===== src/rtl/evirq_pkg.sv =====
package evirq_pkg;
  localparam int EW       = 8;
  localparam int BUS_BIT  = 0;
  localparam int AUTO_BIT = 2;
  localparam int TICK_BIT = 4;

  localparam logic [EW-1:0] BUS_M  = EW'(1) << BUS_BIT;
  localparam logic [EW-1:0] AUTO_M = EW'(1) << AUTO_BIT;
  localparam logic [EW-1:0] TICK_M = EW'(1) << TICK_BIT;
  localparam logic [EW-1:0] BA_M   = BUS_M | AUTO_M;
  localparam logic [EW-1:0] RST_MASK = BUS_M | TICK_M;

  localparam logic [7:0] CODE_ACK  = 8'h4B;
  localparam logic [7:0] CODE_MASK = 8'h2D;
endpackage


===== src/rtl/evirq_pkt_rx.sv =====
module evirq_pkt_rx
  import evirq_pkg::*;
(
  input  logic       clk,
  input  logic       rst,
  input  logic       pkt_valid,
  input  logic       pkt_first,
  input  logic       pkt_last,
  input  logic [7:0] pkt_data,
  output logic       ack_go,
  output logic       mask_go,
  output logic [7:0] mask_val
);
  logic [7:0] code_q, arg0_q, eff_code;
  logic [1:0] nargs_q, eff_n;

  always_ff @(posedge clk) begin
    if (rst) begin
      code_q  <= '0;
      arg0_q  <= '0;
      nargs_q <= '0;
    end else if (pkt_valid) begin
      if (pkt_first) begin
        code_q  <= pkt_data;
        nargs_q <= '0;
      end else begin
        if (nargs_q == 2'd0) arg0_q <= pkt_data;
        if (nargs_q != 2'd2) nargs_q <= nargs_q + 2'd1;
      end
    end
  end

  // counts the beat under way so a command executes on its last beat
  always_comb begin
    eff_code = pkt_first ? pkt_data : code_q;
    if (pkt_first)             eff_n = 2'd0;
    else if (nargs_q == 2'd2)  eff_n = 2'd2;
    else                       eff_n = nargs_q + 2'd1;
    mask_val = (!pkt_first && nargs_q == 2'd0) ? pkt_data : arg0_q;
  end

  assign ack_go  = pkt_valid && pkt_last && (eff_code == CODE_ACK)  && (eff_n == 2'd0);
  assign mask_go = pkt_valid && pkt_last && (eff_code == CODE_MASK) && (eff_n == 2'd1);


  ack_len_chk: assert property (@(posedge clk) disable iff (rst)
    (ack_go |-> (pkt_first && pkt_last)));
endmodule


===== src/rtl/evirq_core.sv =====
module evirq_core
  import evirq_pkg::*;
(
  input  logic          clk,
  input  logic          rst,
  input  logic          tick,
  input  logic          rpl_post,
  input  logic          rpl_auto,
  input  logic          ack_fire,
  input  logic          mask_wr,
  input  logic [EW-1:0] mask_val,
  output logic [EW-1:0] pend,
  output logic [EW-1:0] status,
  output logic          ack_bus,
  output logic          rpl_acc,
  output logic          irq_n
);
  logic [EW-1:0] pend_q, mask_q, pend_nxt, mask_nxt, clr_b, set_b;
  logic          irq_n_q;

  always_comb begin
    rpl_acc = rpl_post && (!rpl_auto || !pend_q[BUS_BIT]);
    set_b   = (tick ? TICK_M : '0) |
              (rpl_acc ? (BUS_M | (rpl_auto ? AUTO_M : '0)) : '0);
    clr_b   = ack_fire ? (pend_q[BUS_BIT] ? BA_M : '1) : '0;
    pend_nxt = (pend_q & ~clr_b) | set_b;
    mask_nxt = mask_wr ? mask_val : mask_q;
    status   = pend_q[BUS_BIT] ? (pend_q & BA_M) : pend_q;
  end

  always_ff @(posedge clk) begin
    if (rst) begin
      pend_q  <= '0;
      mask_q  <= RST_MASK;
      irq_n_q <= 1'b1;
    end else begin
      pend_q  <= pend_nxt;
      mask_q  <= mask_nxt;
      irq_n_q <= ~|(pend_nxt & mask_nxt);
    end
  end

  assign pend    = pend_q;
  assign ack_bus = pend_q[BUS_BIT];
  assign irq_n   = irq_n_q;


  irq_match_chk: assert property (@(posedge clk) disable iff (rst)
    (irq_n_q == ~|(pend_q & mask_q)));

  reset_state_chk: assert property (@(posedge clk)
    (rst |=> (pend_q == '0 && mask_q == RST_MASK && irq_n_q)));

  mask_load_chk: assert property (@(posedge clk) disable iff (rst)
    (mask_wr |=> mask_q == $past(mask_val)));

  bus_clear_chk: assert property (@(posedge clk) disable iff (rst)
    ((ack_fire && pend_q[BUS_BIT] && !tick && !rpl_post) |=>
      pend_q == ($past(pend_q) & ~BA_M)));

  all_clear_chk: assert property (@(posedge clk) disable iff (rst)
    ((ack_fire && !pend_q[BUS_BIT] && !tick && !rpl_post) |=> pend_q == '0));

  auto_reject_chk: assert property (@(posedge clk) disable iff (rst)
    ((rpl_post && rpl_auto && pend_q[BUS_BIT] && !ack_fire && !tick) |=>
      $stable(pend_q)));

  tick_keep_chk: assert property (@(posedge clk) disable iff (rst)
    (tick |=> pend_q[TICK_BIT]));
endmodule


===== src/rtl/evirq_rsp_tx.sv =====
module evirq_rsp_tx
  import evirq_pkg::*;
#(
  parameter int DEPTH = 8,
  parameter int LEN_W = $clog2(DEPTH + 1)
) (
  input  logic               clk,
  input  logic               rst,
  input  logic               rpl_acc,
  input  logic [LEN_W-1:0]   rpl_len,
  input  logic [DEPTH*8-1:0] rpl_bytes,
  input  logic               ack_fire,
  input  logic               ack_bus,
  input  logic [EW-1:0]      status,
  output logic               busy,
  output logic               rsp_valid,
  output logic [7:0]         rsp_data,
  output logic               rsp_last
);
  logic [7:0]       buf_q [DEPTH];
  logic [7:0]       sh_q  [DEPTH];
  logic [LEN_W-1:0] len_q, rem_q, len_in, n_out;

  assign len_in = (rpl_len > LEN_W'(DEPTH)) ? LEN_W'(DEPTH) : rpl_len;
  assign n_out  = ack_bus ? len_q : '0;
  assign busy   = (rem_q != '0);

  // reply store: plain byte array without reset
  for (genvar g = 0; g < DEPTH; g++) begin : g_store
    always_ff @(posedge clk) begin
      if (rpl_acc) buf_q[g] <= rpl_bytes[g*8 +: 8];
    end
  end

  always_ff @(posedge clk) begin
    if (rst) len_q <= '0;
    else if (rpl_acc) len_q <= len_in;
    else if (ack_fire && ack_bus) len_q <= '0;
  end

  always_ff @(posedge clk) begin
    if (ack_fire) begin
      for (int i = 0; i < DEPTH; i++) sh_q[i] <= buf_q[i];
    end else if (busy) begin
      for (int i = 0; i < DEPTH - 1; i++) sh_q[i] <= sh_q[i+1];
      sh_q[DEPTH-1] <= '0;
    end
  end

  always_ff @(posedge clk) begin
    if (rst) begin
      rem_q     <= '0;
      rsp_valid <= 1'b0;
      rsp_data  <= '0;
      rsp_last  <= 1'b0;
    end else if (ack_fire) begin
      rem_q     <= n_out;
      rsp_valid <= 1'b1;
      rsp_data  <= status;
      rsp_last  <= (n_out == '0);
    end else if (busy) begin
      rem_q     <= rem_q - LEN_W'(1);
      rsp_valid <= 1'b1;
      rsp_data  <= sh_q[0];
      rsp_last  <= (rem_q == LEN_W'(1));
    end else begin
      rsp_valid <= 1'b0;
      rsp_last  <= 1'b0;
    end
  end


  rsp_start_chk: assert property (@(posedge clk) disable iff (rst)
    (ack_fire |=> rsp_valid));

  last_valid_chk: assert property (@(posedge clk) disable iff (rst)
    (rsp_last |-> rsp_valid));

  rem_bound_chk: assert property (@(posedge clk) disable iff (rst)
    (rem_q <= LEN_W'(DEPTH) && len_q <= LEN_W'(DEPTH)));
endmodule


===== src/rtl/evirq_top.sv =====
module evirq_top
  import evirq_pkg::*;
#(
  parameter int DEPTH = 8,
  localparam int LEN_W = $clog2(DEPTH + 1)
) (
  input  logic               clk,
  input  logic               rst,
  input  logic               pkt_valid,
  input  logic               pkt_first,
  input  logic               pkt_last,
  input  logic [7:0]         pkt_data,
  input  logic               tick_evt,
  input  logic               rpl_post,
  input  logic               rpl_auto,
  input  logic [LEN_W-1:0]   rpl_len,
  input  logic [DEPTH*8-1:0] rpl_bytes,
  output logic               irq_n,
  output logic               rsp_valid,
  output logic [7:0]         rsp_data,
  output logic               rsp_last
);
  logic          ack_go, mask_go, ack_fire, ack_bus, rpl_acc, busy;
  logic [7:0]    mask_val;
  logic [EW-1:0] pend, status;

  evirq_pkt_rx u_rx (
    .clk(clk), .rst(rst),
    .pkt_valid(pkt_valid), .pkt_first(pkt_first), .pkt_last(pkt_last),
    .pkt_data(pkt_data),
    .ack_go(ack_go), .mask_go(mask_go), .mask_val(mask_val)
  );

  assign ack_fire = ack_go && !busy;

  evirq_core u_core (
    .clk(clk), .rst(rst),
    .tick(tick_evt), .rpl_post(rpl_post), .rpl_auto(rpl_auto),
    .ack_fire(ack_fire), .mask_wr(mask_go), .mask_val(mask_val),
    .pend(pend), .status(status), .ack_bus(ack_bus), .rpl_acc(rpl_acc),
    .irq_n(irq_n)
  );

  evirq_rsp_tx #(.DEPTH(DEPTH), .LEN_W(LEN_W)) u_tx (
    .clk(clk), .rst(rst),
    .rpl_acc(rpl_acc), .rpl_len(rpl_len), .rpl_bytes(rpl_bytes),
    .ack_fire(ack_fire), .ack_bus(ack_bus), .status(status),
    .busy(busy),
    .rsp_valid(rsp_valid), .rsp_data(rsp_data), .rsp_last(rsp_last)
  );


  busy_ignore_chk: assert property (@(posedge clk) disable iff (rst)
    ((busy && ack_go && !tick_evt && !rpl_post) |=> $stable(pend)));
endmodule


===== config.mk =====
export PLATFORM = sky130hd
export DESIGN_NAME = evirq_top
export DESIGN_NICKNAME = d
export VERILOG_FILES = /design/src/rtl/evirq_pkg.sv /design/src/rtl/evirq_pkt_rx.sv /design/src/rtl/evirq_core.sv /design/src/rtl/evirq_rsp_tx.sv /design/src/rtl/evirq_top.sv
export SDC_FILE = /design/constraint.sdc
export NUM_CORES = 1
export LEC_CHECK = 0
export ABC_AREA = 1
export BUFFER_PORTS_ARGS = -buffer_cell sky130_fd_sc_hd__buf_2
export CAP_MARGIN = 10
export CORE_UTILIZATION = 52
export DETAILED_ROUTE_END_ITERATION = 8
export MAX_ROUTING_LAYER = met4
export PLACE_DENSITY = 0.87
export SYNTH_ARGS = -nofsm -noshare
export SYNTH_HDL_FRONTEND = slang
export SYNTH_SLANG_ARGS = --single-unit

===== constraint.sdc =====
create_clock -name clk -period 2.7 [get_ports clk]
set_input_delay 0.27 -clock clk [delete_from_list [all_inputs] [get_ports clk]]
set_output_delay 0.27 -clock clk [all_outputs]
set_load 0.01 [all_outputs]

==> metrics.txt <==
share of cells above drive strength 1=0.181; worst path cell trace=inv_1 -> ha_1 -> nand2_1 -> nand2_1 -> nor2_1 -> nand2_1 -> nor2_4 -> nand3_2 -> buf_4 -> clkinv_1 -> nand2_1 -> nand2_1; Worst Setup Path Type=register to register; Flop pwr share=0.473; CTS buffer count=17; Logic pwr share=0.261; Setup crit start kind=register; gr ovfl total=0; DIE AREA=14,300 um^2; vias after detailed routing=5,058; clock sink count=181; GRT Max-Usage Layer=met2; CP required=2.88 ns; Hold Crit Endpoint=u_tx.buf_q[1][23]; fmax=0.446 GHz; wire length of the first global-routing pass=22,900 um; worst flop-to-flop path endpoint=u_tx.sh_q[0][53]; setup TNS=0 ns; top cells by area in the synthesized netlist=edfxtp_1 (53%), dfxtp_1 (15%), nand2_1 (14%); clock power share=0.265; warnings from Yosys=0; Initial Utilization=0.539; Port Buf Inserts=94; outcome=finished clean; top-count cell post-synth=nand2_1; H-tree levels=4; synthesized area=7200 um^2; Final Cycle Share=0.831; worst skew pair latency=0.43 ns; Core Footprint=13,300 um^2; crit-path max cell delay=0.33 ns; Slew headroom=0.520; Crit. End Element=register; Slowest-stage cell, CP=dfxtp_1; Syn Inst Count=713; Synth Flop Type=edfxtp_1; switch share=0.319; CTS tree=yes; met3 Usage GRT=0.0528; Pins Over Slew Limit=0; Worst-path clk slew=0.07 ns; Vias/cell=5.04; Synthesized Nets=802; PD cells=1070 nW/um^2; cell row count=42; asr flop ratio synth=0; Hold Path Cell Cnt=1; Seq/Total Area, Yosys=0.682; Seq cells post-synth=181; largest net degree at the start of global routing=65; Die Y-Extent=120 um; clk buf depth=2; leakage=3.79 nW; Pre-antenna DRT Iters=5; DRC Markers=0; Synth top cells by count=nand2_1 (274), edfxtp_1 (128), inv_1 (64); dpl hpwl=9040 um; Hold Crit Class=input port to register; post-synthesis cell type count=31; worst hold slack=0.0157 ns; largest area contributor in the netlist=edfxtp_1; Avg Inst Size Synth=10.1 um^2; IO Count=95; fin nets=904; Final min period=2.24 ns; final setup fails=0; initial antenna violation count=0; Worst-Margin Slew=0.721 ns; unrepaired setup endpoints after global routing=false; GPL Wtd Cong=0.883; cts repair resizes=0; NetSw=2.91 mW; fin util=0.639; R2R Setup Slk=0.46 ns; Max Fanout on Critical Path=17; met1 track utilization from global routing=0.263; Int Power=6.20 mW; Synth top area share=0.534; skew final=0.0103 ns; gr usage total=0.215; Max-Cap Viols=0; Hold Path Origin=rpl_bytes[55]; worst r2r path cells=12; hold_buf cts=3; EDFF count, synth=128; WL/cell=14.0 um; wirelength, routed=14,100 um; Layout area overhead=18.4%; Antenna Nets Post-Route=0; n_diodes=0; CTS root buf=clkbuf_16; Final Hold Fails=0; Buf/Inv on CP=3; DRT iter0 DRCs=385; Die Width=120 um; Top cell by count, worst path=nand2_1; # Post-CTS Setup Buffers=0; CP top delay family=simple AND/OR/NAND/NOR gates; maximum vdd ir drop=709 uV; vias in the first global route=4,918; met2 GRT Util=0.346; worst endpoint data arrival time=2.42 ns; reg-to-reg critical path startpoint=u_rx.nargs_q[0]
## logic make-up (layout without fill, tap and decap cells)
group,count (synthesis),in the layout,share of synthesized area
AOI/OAI and AO/OA,72,72,0.0527
xor gates and xnor gates,1,1,0.00122
adders and majority gates,5,5,0.00869
buffers and inverters,91,206,0.0497
DFF,181,181,0.682
and+or+nand+nor,363,363,0.206
## stage by stage
step / power [mW] / worst slack, ns / cells / area (um^2)
after floorplan: 5.96 / 0.107 / 713 / 7200
after global placement: 6.62 / 0.495 / 966 / 7880
after detailed placement: 6.74 / 0.389 / 966 / 7880
after CTS: 9.16 / 0.461 / 1001 / 8490
after global routing: 9.63 / 0.218 / 1004 / 8520
final: 9.12 / 0.456 / 1004 / 8520
## worst max-delay path by stage
stage | startpoint | to | slack, ns | depth (start not counted)
detailed placement | pkt_first | u_tx.sh_q[0][54] | 0.39 | 12
global placement | pkt_first | u_tx.sh_q[0][51] | 0.49 | 12
finish | u_rx.nargs_q[0] | u_tx.sh_q[0][53] | 0.46 | 12
global route | u_rx.nargs_q[1] | u_tx.rsp_data[2] | 0.22 | 14
floorplan | u_rx.nargs_q[0] | u_tx.rsp_data[0] | 0.11 | 14
CTS | u_rx.nargs_q[1] | u_tx.sh_q[0][54] | 0.46 | 12
## worst reg2reg max path, cell delays in order (launching register included)
cell and delay, ns:
dfxtp_1 0.33, inv_1 0.08, ha_1 0.31, nand2_1 0.07
nand2_1 0.09, nor2_1 0.05, nand2_1 0.11, nor2_4 0.05
nand3_2 0.11, buf_4 0.24, clkinv_1 0.33, nand2_1 0.17
nand2_1 0.06
## power by group through the flow
stage	sequential (mW)	combinational, mW	clock, mW
after floorplan	4.36	1.59	0
after global placement	4.33	2.29	0
after detailed placement	4.36	2.38	0
after CTS	4.31	2.40	2.45
after global routing	4.37	2.70	2.56
final	4.31	2.38	2.42
## layout make-up
class                      count  area, um^2
clock buffer                  20         437
tap                          176         220
fill                        1044        4820
clock inverter                12         148
inverter                      67         251
multi-input combinational    441        1940
timing repair buffer         107         621
sequential                   181        4900
## per-layer routing
metal  routed length [um]  part of all wire  vias up
met4                  177             0.013        0
met3                  753             0.053       15
met5                    0                 0        -
met1                 6240              0.44     2355
met2                 6920              0.49      147
li1                     -                 -     2541
## flip-flops by register name (all words and copies together), names as in the netlist
register / cells
u_rx.code_q: 8
u_rx.arg0_q: 8
u_tx.rsp_last: 1
u_tx.rem_q: 4
u_core.mask_q: 8
u_tx.sh_q: 64
u_tx.rsp_data: 8
u_tx.buf_q: 64
u_core.irq_n: 1
u_rx.nargs_q: 2
u_tx.rsp_valid: 1
u_tx.len_q: 4
u_core.pend: 8
## layout by cell type (no fill, tap or decap)
master | synthesis | layout
a21oi_1 | 31 | 31
a21oi_2 | 1 | 1
a31oi_1 | 3 | 3
buf_12 | 0 | 3
buf_2 | 1 | 94
buf_4 | 0 | 4
bufinv_16 | 0 | 2
clkbuf_1 | 17 | 3
clkbuf_16 | 0 | 17
clkinv_1 | 2 | 2
clkinv_4 | 0 | 3
clkinv_8 | 0 | 1
clkinvlp_4 | 0 | 2
dfxtp_1 | 53 | 53
dlygate4sd3_1 | 0 | 6
edfxtp_1 | 128 | 128
ha_1 | 5 | 5
inv_1 | 64 | 63
inv_2 | 1 | 3
inv_6 | 0 | 3
nand2_1 | 274 | 273
nand2_2 | 6 | 6
nand2_4 | 0 | 1
nand3_1 | 22 | 22
nand3_2 | 2 | 2
nand4_1 | 10 | 10
nand4_2 | 1 | 1
nor2_1 | 36 | 36
nor2_2 | 2 | 2
nor2_4 | 2 | 2
nor3_1 | 6 | 6
nor4_1 | 1 | 1
o21ai_0 | 30 | 30
o21ai_1 | 3 | 3
o21ai_2 | 2 | 2
o22ai_1 | 1 | 1
o31ai_1 | 1 | 1
or2_2 | 1 | 1
xor2_1 | 1 | 1
Note: power is estimated with default switching activity, not from simulation.
